**src/rtl/lin2log_pipe.sv**
```systemverilog
module lin2log_pipe #(
  parameter int IN_W   = 32,
  parameter int MANT_W = 3
) (
  input  logic                          clk,
  input  logic                          rst_n,
  input  logic                          in_valid,
  input  logic [IN_W-1:0]               in_data,
  output logic                          out_valid,
  output logic [$clog2(IN_W)+MANT_W-1:0] out_code,
  output logic                          out_zero
);
  localparam int EXP_W = $clog2(IN_W);
  localparam int NW    = 1 << EXP_W;
  localparam int LUT_N = 1 << MANT_W;
  localparam int FB    = 30;

  function automatic int frac_of(int idx);
    logic [63:0] x;
    int r;
    x = 64'(LUT_N + idx) << (FB - MANT_W);
    r = 0;
    for (int b = 0; b <= MANT_W; b++) begin
      x = (x * x) >> FB;
      r = r << 1;
      if (x >= (64'd2 << FB)) begin
        r = r | 1;
        x = x >> 1;
      end
    end
    r = (r + 1) >> 1;
    if (r > LUT_N - 1) r = LUT_N - 1;
    return r;
  endfunction

  logic [MANT_W-1:0] frac_lut [LUT_N];

  for (genvar i = 0; i < LUT_N; i++) begin : g_lut
    localparam int F = frac_of(i);
    assign frac_lut[i] = MANT_W'(F);
  end

  for (genvar k = 0; k <= EXP_W; k++) begin : g_st
    logic [NW-1:0]    val;
    logic [EXP_W-1:0] ex;
    logic             vld;
    if (k == 0) begin : g_load
      always_ff @(posedge clk or negedge rst_n)
        if (!rst_n) vld <= 1'b0;
        else        vld <= in_valid;
      always_ff @(posedge clk) begin
        val <= NW'(in_data);
        ex  <= '0;
      end
    end else begin : g_shift
      localparam int SH = 1 << (EXP_W - k);
      logic hit;
      assign hit = |g_st[k-1].val[NW-1 -: SH];
      always_ff @(posedge clk or negedge rst_n)
        if (!rst_n) vld <= 1'b0;
        else        vld <= g_st[k-1].vld;
      always_ff @(posedge clk) begin
        val <= hit ? g_st[k-1].val : (g_st[k-1].val << SH);
        ex  <= g_st[k-1].ex + (hit ? EXP_W'(SH) : '0);
      end
    end
  end

  logic [NW-1:0]     norm;
  logic              is_zero;
  logic [MANT_W-1:0] idx;

  assign norm    = g_st[EXP_W].val;
  assign is_zero = ~|norm;
  assign idx     = norm[NW-2 -: MANT_W];

  always_ff @(posedge clk or negedge rst_n)
    if (!rst_n) out_valid <= 1'b0;
    else        out_valid <= g_st[EXP_W].vld;

  always_ff @(posedge clk) begin
    out_zero <= is_zero;
    out_code <= is_zero ? '0 : {g_st[EXP_W].ex, frac_lut[idx]};
  end
endmodule

```
**config.mk**
```make
export PLATFORM = sky130hd
export DESIGN_NAME = lin2log_pipe
export DESIGN_NICKNAME = d
export VERILOG_FILES = /design/src/rtl/lin2log_pipe.sv
export SDC_FILE = /design/constraint.sdc
export NUM_CORES = 1
export LEC_CHECK = 0
export BUFFER_PORTS_ARGS = -buffer_cell sky130_fd_sc_hd__buf_2
export CAP_MARGIN = 10
export CORE_MARGIN = 2
export CORE_UTILIZATION = 28
export CTS_BUF_LIST = sky130_fd_sc_hd__clkbuf_4 sky130_fd_sc_hd__clkbuf_8
export DETAILED_ROUTE_END_ITERATION = 10
export SLEW_MARGIN = 20
export SYNTH_ARGS = -nofsm -noshare
export SYNTH_HDL_FRONTEND = slang
export SYNTH_SLANG_ARGS = --single-unit
```
**constraint.sdc**
```tcl
create_clock -name clk -period 4.28 [get_ports clk]
set_input_delay 0.856 -clock clk [delete_from_list [all_inputs] [get_ports clk]]
set_output_delay 0.856 -clock clk [all_outputs]
set_load 0.01 [all_outputs]
```
Word level (Yosys, flattened, before mapping):

Memory sizes are Yosys's and may differ from the RTL's. A register that Yosys moved wholly into a read port is not among the register bits.
Index checks and enable logic that the tools add are counted.

* $add $sub $neg: 4
* $lt $le $gt $ge: 1
* muxes and demuxes: 12
* bitwise logic cells: 1
* reductions and logical operators: 7

Operators by type and width (count)
* 32-bit two-way mux: 4
* 32-bit OR reduction: 1
* 31-bit two-way mux: 1
* 16-bit OR reduction: 1
* 3-bit two-way mux: 3
* 8-bit OR reduction: 1
* 5-bit by 1-bit adder with 5-bit output: 1
* 5-bit by 2-bit adder with 5-bit output: 1
* 5-bit by 3-bit adder with 5-bit output: 1
* 5-bit by 4-bit adder with 5-bit output: 1
* 5-bit two-way mux: 1
* 4-bit >= comparator, second input constant: 1
* 4-bit two-way mux: 1
* 3-bit inverter with 4-bit output: 1
* 4-bit OR reduction: 1
* 1-bit zero test: 2
* 2-bit two-way mux: 1
* 2-bit OR reduction: 1
* 1-bit two-way mux: 1

* register bits: 233
* memory bits (read-only): 24
* output and inout bits: 10
* memories kept: 1

Memories
* (no name shown): words 8, bits a word 3, rd ports 1, clocked after Yosys merged registers in 1, write ports 0, RTL line 83 `out_code <= is_zero ? '0 : {g_st[EXP_W].ex, frac_lut[idx]};`

Depth between registers and ports, before layout:

Gate-level depths: netlist (run 1).

* depth after elaboration: 4
* mapped depth: 6

Worst setup path after synthesis (run 1):

No wires, ideal clock.

* path kind: reg2reg
* from: register g_st[2].val[28]
* to: register g_st[3].val[10]
* setup time: 0.121 ns
* arrival time: 1.279 ns
* data required time: 4.159 ns
* path slack: 2.881 ns
* stages on the path, launching flop included: 4
* period minus slack after synthesis: 1.399 ns
* path through: dfxtp_1 nor4_4 buf_6 mux2_2

* word-level cells in the longest chain between the ends: 2

RTL lines
* from (decl): RTL line 44 `logic [NW-1:0] val;`
* from (signal assigned): RTL line 63 `val <= hit ? g_st[k-1].val : (g_st[k-1].val << SH);`
* 4-bit OR reduction: RTL line 58 `assign hit = |g_st[k-1].val[NW-1 -: SH];`
* 32-bit two-way mux: RTL line 63
* to (signal assigned): RTL line 63
* to (decl): RTL line 44

Every way passes these cells.
A chain may end at the register's enable or synchronous reset.

Worst setup path after layout (run 1):

* from: register g_st[1].val[24]
* to: register g_st[2].val[6]

* word-level cells in the longest chain between the ends: 1

RTL lines
* from (decl): RTL line 44
* from (signal assigned): RTL line 63
* 8-bit OR reduction: RTL line 58
* named net g_st[2].g_shift.hit: RTL line 57 `logic hit;`

The timed path passes the listed nets, and every way through them passes these cells.

==> results of run 1 <==
==> synth_stat cells, drive strengths merged <==
cell type and n:
inv 8, dfrtp 7, and4 3, nor4 13
nor4b 1, a21boi 5, nor2b 6, mux2i 1
a21oi 3, or2 1, clkbuf 3, nor3 1
ha 2, and2 27, dfxtp 216, o21ai 2
buf 15, mux2 97, a21o 29, nand2 1
nor2 2, xnor2 1
==> flip-flops by register name, summed over array words and instances (netlist names) <==
name,count
g_st.val,192
g_st.ex,15
out_code,8
g_st.vld,6
out_valid,1
out_zero,1
==> through the flow <==
| stage | hold WS, ps | cell area [µm²] | utilization [%] | cells |
|---|---|---|---|---|
| floorplan | 310 | 6440 | - | 444 |
| global placement | 311 | 6910 | 30.5 | 758 |
| detailed placement | 312 | 6910 | 30.5 | 758 |
| CTS | 154 | 7660 | 33.8 | 819 |
| global route | 163 | 7660 | 33.8 | 819 |
| finish | 179 | 7660 | 33.8 | 819 |
==> final timing paths <==
path / startpoint / to / slack, ps / cells after the start
min reg2reg: g_st[4].ex[1] / g_st[5].ex[1] / 330 / 0
max: g_st[1].val[24] / g_st[2].val[6] / 2270 / 4
max in group asynchronous: rst_n / g_st[0].vld / 3940 / 1
min in group clk: g_st[4].ex[1] / g_st[5].ex[1] / 330 / 0
min: rst_n / g_st[3].vld / 180 / 1
max reg2reg: g_st[1].val[24] / g_st[2].val[6] / 2270 / 4
==> power breakdown <==
part           internal, mW  switching, mW
clock network          1.08          0.744
logic                 0.116         0.0649
registers              2.23         0.0693
==> critical path, stage by stage, from the launching register on <==
cell     delay, ps
dfxtp_1        320
nor4_1         270
and2_1         780
inv_1          270
and2_1         240
==> kinds of logic (layout without fill, tap and decap cells) <==
logic type / count (synthesis) / after routing / synth area share (%)
and+or+nand+nor: 55 / 55 / 5.60
AOI/OAI and AO/OA: 39 / 39 / 4.35
muxes: 98 / 98 / 17.1
buffers and inverters: 26 / 116 / 2.53
DFF: 223 / 223 / 69.9
xor gates and xnor gates: 1 / 1 / 0.136
adders and majority gates: 2 / 2 / 0.389
==> final cells by class <==
class	instances	area, µm²	area share (%)
multi-input combinational	195	1780	23.2
timing repair buffer	47	243	3.17
sequential	223	4500	58.8
clock buffer	56	689	9.00
clock inverter	5	58.8	0.768
inverter	8	30.0	0.392
tap	285	357	4.66
==> layer usage <==
metal	part of all wire, %	wire, µm	vias up
li1	-	-	1642
met5	0	0	-
met2	41	4000	100
met3	6.1	597	32
met1	49	4780	1404
met4	3.5	343	0
==> impl_metrics.toml, run 1 <==
[yosys]
netlist_instances = 444
synth_area_um2 = 6440
yosysTopAreaCellShare_pct = 67.2
syn_area_per_cell_um2 = 14.5
synth_cell_types = 28
synth.ff_latch_count = 223
synthTopCellsByArea = "dfxtp_1 (67%), mux2_2 (16%), a21o_1 (3.4%)"
synth_nets = 481
yosysWarnings = 0
yosysSeqAreaShare_pct = 69.9
yosys.area.top_type = "dfxtp_1"

[global_route]
grt_max_degree = 34
met1_usage_pct = 10.8
grt_use_total_pct = 8.25
grt_use_met3_pct = 2.50
grt_pass1_vias = 3420
grt_antenna_before_repair = 0
busiest_layer = "met2"
use_met2_pct = 12.4
grt_overflow = 0
grt_pass1_wl_um = 16400

[layout]
synthToLayoutAreaGrowth_pct = 18.9
n_fill_cell = 2191
layout-drive-gt1-share_pct = 38.6
layout_common_cells = "dfxtp_1 (216), mux2_2 (94), buf_2 (44), clkbuf_8 (43), a21o_1 (29)"
antenna_cells = 0
layout_commonest_cell = "dfxtp_1"
final_nets = 546

[floorplan]
die_y_um = 156
core-area_um2 = 22600
start_util_pct = 28.4
dieWidth_um = 156
die-area_um2 = 24200
rows = 55
ios = 45

[clock_network]
cts_hold_buf = 0
cts_tree = "done"
numCtsBuffers = 34
cts.sinks = 223
insertion_delay_ps = 500
cts_resized = 0
post_cts_buffers = 0
cts-root-buf = "clkbuf_8"
cts_max_path_buffers = 3
path_clk_slew_ps = 60
cts_htree_levels = 2

[timing]
fmax_mhz = 497
finalCritPeriodShare_pct = 47.0
relSlewSlack_pct = 37.6
fin_ws_ps = 2270
tightestPinTransition_ps = 936
setup_viol = 0
finClkSkew_ps = 26.8
finalCriticalPeriod_ps = 2010
rsz0062_at_grt = "false"
maxSlewViolCount = 0
hold_viol = 0
fin_tns_setup_ps = 0

[pwr]
powerDensity_nw_per_um2 = 563
power.total_mw = 4.31
cellLeakagePower_nw = 3.22
peakVddDrop_v = 0.000278

[detailed_routing]
vias_per_cell = 3.88
post_drt_wl_per_cell_um = 11.9
firstDrtPassIters = 4
wirelength_um = 9720
drtIter0Drc = 103
antenna_left = 0
drc = 0
vias = 3178

[worst_setup_path]
end_kind = "register"
crit_required_ps = 4660
crit_arrival_ps = 2390
worstPathMaxFanout = 25
critPathKind = "reg -> reg"
critPathLaunchType = "register"

[placed_design]
dp_hpwl_um = 6720
gp_congestion = 0.746
dp_slack_ps = 2290
io_buffers = 44

[job]
maxCapViolCount = 0

[run_status]
status = "finished clean"

[hold_path]
min_path_type = "in -> async"
(Power assumes the default switching activity.)
==> run 2, diff against run 1 <==
==> constraint.sdc (replaced) <==
create_clock -name clk -period 1.8 [get_ports clk]
set_input_delay 0.36 -clock clk [delete_from_list [all_inputs] [get_ports clk]]
set_output_delay 0.36 -clock clk [all_outputs]
set_load 0.01 [all_outputs]
==> run 2 against run 1 <==
Against the previous run: setup slack lost 2000 ps; register-to-register slack got worse by 2000 ps; die area unchanged; final cell count rose by 4.4%; total power is 140% higher; sequential power is 140% higher.
==> impl_metrics.toml, run 2 (synthesized netlist as in run 1, its figures left out) <==
[layout]
layout_commonest_cell = "dfxtp_1"
layout-drive-gt1-share_pct = 36.5
synthToLayoutAreaGrowth_pct = 24.7
antenna_cells = 0
reg_top3 = "g_st.val: 192 flops, g_st.ex: 15 flops, out_code: 8 flops"
top_register = "g_st.val"
layout_common_cells = "dfxtp_1 (216), mux2_2 (94), clkbuf_8 (48), buf_2 (44), dlygate4sd3_1 (34)"
largest_reg_flops = 192
finish.utilization_pct = 35.5
final_nets = 583

[run_status]
status = "finished clean"

[timing]
finalCriticalPeriod_ps = 1560
whs_ps = 247
relSlewSlack_pct = 73.4
fmax_mhz = 640
hold_viol = 0
finClkSkew_ps = 18.8
fin_tns_setup_ps = 0
finalCritPeriodShare_pct = 86.8
tightestPinTransition_ps = 393
maxSlewViolCount = 0
setup_viol = 0
rsz0062_at_grt = "false"
fin_ws_ps = 237

[pwr]
powerDensity_nw_per_um2 = 1280
cellLeakagePower_nw = 3.39
peakVddDrop_v = 0.000756

[worst_setup_path]
crit_slowest_cell = "and4_1"
r2r_setup_slack_ps = 240
critPathKind = "reg -> reg"
critical_path_buf_inv_count = 1
critPathLaunchType = "register"
crit_arrival_ps = 1900
worstPathMaxFanout = 9
end_kind = "register"
cp_cell_sequence = "inv_1 -> ha_1 -> nor4b_1 -> and4_1 -> a21boi_0"
cp_top_family = "simple AND/OR/NAND/NOR gates"
crit_path_max_incr_delay_ps = 430
crit_required_ps = 2130

[floorplan]
core-area_um2 = 22600
die-area_um2 = 24200
die_y_um = 156
dieWidth_um = 156
ios = 45
start_util_pct = 28.4
rows = 55

[clock_network]
insertion_delay_ps = 480
path_clk_slew_ps = 60
numCtsBuffers = 34
post_cts_buffers = 0
cts-root-buf = "clkbuf_8"
cts_max_path_buffers = 3
cts_tree = "done"
cts_htree_levels = 2
cts.sinks = 223

[placed_design]
gp_congestion = 0.749
io_buffers = 44
dp_hpwl_um = 6710
dp_slack_ps = 186

[global_route]
grt_pass1_wl_um = 17000
grt_antenna_before_repair = 0
grt_pass1_vias = 3637
grt_overflow = 0
grt_max_degree = 34
grt_use_total_pct = 8.52

[job]
maxCapViolCount = 0

[detailed_routing]
vias = 3280
drc = 0
antenna_left = 0
drtIter0Drc = 72
firstDrtPassIters = 4
post_drt_wl_per_cell_um = 11.7
vias_per_cell = 3.84
wirelength_um = 10000

[hold_path]
min_path_type = "in -> async"
==> run 2: metal layers <==
layer  track usage (%)  up-vias  share of wire [%]
li1                  -     1717                  -
met1              10.7     1452                 49
met2              13.5       86                 43
met3              2.67       25                5.5
met4              3.76        0                2.7
met5                 0        -                  0
==> run 2: report_power, final <==
group          internal, mW  switching (mW)  leakage, nW
Combinational         0.326           0.164         1.09
Clock                  2.56            1.72        0.399
Sequential             5.30           0.164         1.90
==> run 2: area by class of cell <==
type                    count  area, µm²
clock inverters             2       10.0
inverters                   8       30.0
flip-flops and latches    223       4500
clock buffers              58        736
well taps                 285        357
multi-input cells         195       1780
repair buffers             84        618
fillers                  2143      14600
==> run 2: worst paths after layout <==
path	cells past startpoint	from	end
max reg2reg	5	g_st[5].val[28]	out_code[3]
min	2	rst_n	g_st[5].vld
max in group asynchronous	2	rst_n	g_st[3].vld
min reg2reg	0	g_st[4].ex[2]	g_st[5].ex[2]
max	5	g_st[5].val[28]	out_code[3]
min in group clk	0	g_st[4].ex[2]	g_st[5].ex[2]
==> run 2: repair_timing <==
| action | 4_1_cts | 5_1_grt |
|---|---|---|
| gates resized for setup | 0 | 0 |
| hold buffers | 34 | 0 |
| endpoints found under the hold margin | 40 | 0 |
| endpoints found under the setup margin | 0 | 0 |
==> run 2: stage by stage <==
stage / instance area [µm²] / power [mW] / std cells
6_report: 8030 / 10.2 / 855
5_1_grt: 8030 / 10.7 / 855
4_1_cts: 8030 / 10.4 / 855
3_5_place_dp: 6940 / 6.01 / 761
3_3_place_gp: 6940 / 6.00 / 761
2_1_floorplan: 6440 / 5.84 / 444
==> run 3, diff against run 2 <==
--- a/config.mk
+++ b/config.mk
@@ -11,6 +11,7 @@
 export CORE_UTILIZATION = 28
 export CTS_BUF_LIST = sky130_fd_sc_hd__clkbuf_4 sky130_fd_sc_hd__clkbuf_8
 export DETAILED_ROUTE_END_ITERATION = 10
+export SETUP_SLACK_MARGIN = 0.5
 export SLEW_MARGIN = 20
 export SYNTH_ARGS = -nofsm -noshare
 export SYNTH_HDL_FRONTEND = slang
==> run 3 against run 2 <==
Against the previous run: clock power is 4% lower; critical path depth is 1 lower; non-clock buffer count is 13 higher; sequential cell count stayed put; final area is 7.2% higher; final cell count is 1.4% higher.
==> impl_metrics.toml, run 3 (synthesized netlist as in run 1, its figures left out) <==
[clock_network]
numCtsBuffers = 34
cts.sinks = 223
insertion_delay_ps = 480
cts_max_path_buffers = 3
path_clk_slew_ps = 60
cts_htree_levels = 2
cts-root-buf = "clkbuf_8"
cts_tree = "done"

[layout]
final_cells = 867
finish.utilization_pct = 38.0
layout_common_cells = "dfxtp_1 (204), mux2_2 (55), clkbuf_8 (41), mux2_4 (40), buf_2 (40)"
largest_reg_flops = 192
final_nets = 600
synthToLayoutAreaGrowth_pct = 33.6
antenna_cells = 0
layout_commonest_cell = "dfxtp_1"
top_register = "g_st.val"
reg_top3 = "g_st.val: 192 flops, g_st.ex: 15 flops, out_code: 8 flops"
layout-drive-gt1-share_pct = 47.1

[detailed_routing]
firstDrtPassIters = 3
drtIter0Drc = 152
vias = 3436
drc = 0
antenna_left = 0
wirelength_um = 11000
vias_per_cell = 3.96
post_drt_wl_per_cell_um = 12.7

[timing]
hold_viol = 0
relSlewSlack_pct = 75.3
fin_ws_ps = 374
maxSlewViolCount = 0
fmax_mhz = 701
finClkSkew_ps = 9.47
fin_tns_setup_ps = 0
rsz0062_at_grt = "true"
setup_viol = 0
finalCritPeriodShare_pct = 79.2
finalCriticalPeriod_ps = 1430
tightestPinTransition_ps = 371

[floorplan]
core-area_um2 = 22600
rows = 55
dieWidth_um = 156
die_y_um = 156
die-area_um2 = 24200
start_util_pct = 28.4
ios = 45

[worst_setup_path]
critPathKind = "reg -> reg"
critPathLaunchType = "register"
end_kind = "register"
r2r_cells = 4
crit_arrival_ps = 1790
crit_required_ps = 2160
worstPathMaxFanout = 6

[global_route]
grt_max_degree = 34
grt_antenna_before_repair = 0
grt_use_total_pct = 8.72
grt_overflow = 0
grt_pass1_wl_um = 17300
grt_pass1_vias = 3624

[pwr]
peakVddDrop_v = 0.000703
cellLeakagePower_nw = 3.68
power.total_mw = 10.2
powerDensity_nw_per_um2 = 1190

[placed_design]
dp_hpwl_um = 6710
io_buffers = 44
dp_cells = 761
gp_congestion = 0.781
dp_slack_ps = 139

[hold_path]
min_path_type = "in -> async"

[job]
maxCapViolCount = 0

[run_status]
status = "finished clean"
-- run 3: worst max-delay path, cell delays in order (launching register included) --
cell and delay (ps):
dfxtp_2 340, nor4_4 260, and2_4 240, clkbuf_16 170, mux2_4 300
-- run 3: metal layers --
layer,vias to the layer above,share of wire (%),GRT usage [%]
met5,-,0,0
met4,0,2.4,3.84
li1,1747,-,-
met1,1579,44,10.7
met3,27,4.7,2.61
met2,83,49,14.2
-- run 3: layout make-up --
type	instances	area (µm²)
Clock buffer	51	639
Clock inverter	4	45.0
Fill cell	2099	14000
Inverter	8	41.3
Multi-Input combinational cell	196	2120
Sequential cell	223	4510
Tap cell	285	357
Timing Repair Buffer	97	870
Timing Repair inverter	3	22.5
-- run 3: through the flow --
step / hold WS, ps / cell area (µm²)
after floorplan: 64.4 / 6500
after global placement: 184 / 7010
after detailed placement: 193 / 7010
after CTS: 211 / 8190
after global routing: 230 / 8600
final: 235 / 8600
-- run 3: report_power, final --
group | total, mW | switching (mW) | internal [mW]
clock | 4.10 | 1.71 | 2.39
sequential | 5.50 | 0.193 | 5.31
combinational | 0.599 | 0.181 | 0.419
-- run 3: path summary, 6_finish.rpt --
path	end	slack, ps	from
worst min register to register	g_st[5].ex[4]	320	g_st[4].ex[4]
min in group clk	g_st[5].ex[4]	320	g_st[4].ex[4]
worst max-delay path	g_st[2].val[17]	370	g_st[1].val[30]
worst max register to register	g_st[2].val[17]	370	g_st[1].val[30]
worst min-delay path	out_valid	240	rst_n
max in group asynchronous	g_st[5].vld	1410	rst_n
-- run 3: what timing repair did --
item                                    in CTS  in global routing
endpoints found under the setup margin      92                134
hold buffers                                34                  0
pin swaps                                   13                 46
resized for setup                           29                 81
cloned                                       3                  7
hold endpoints to repair                    40                  0
buffers inserted                             2                  5
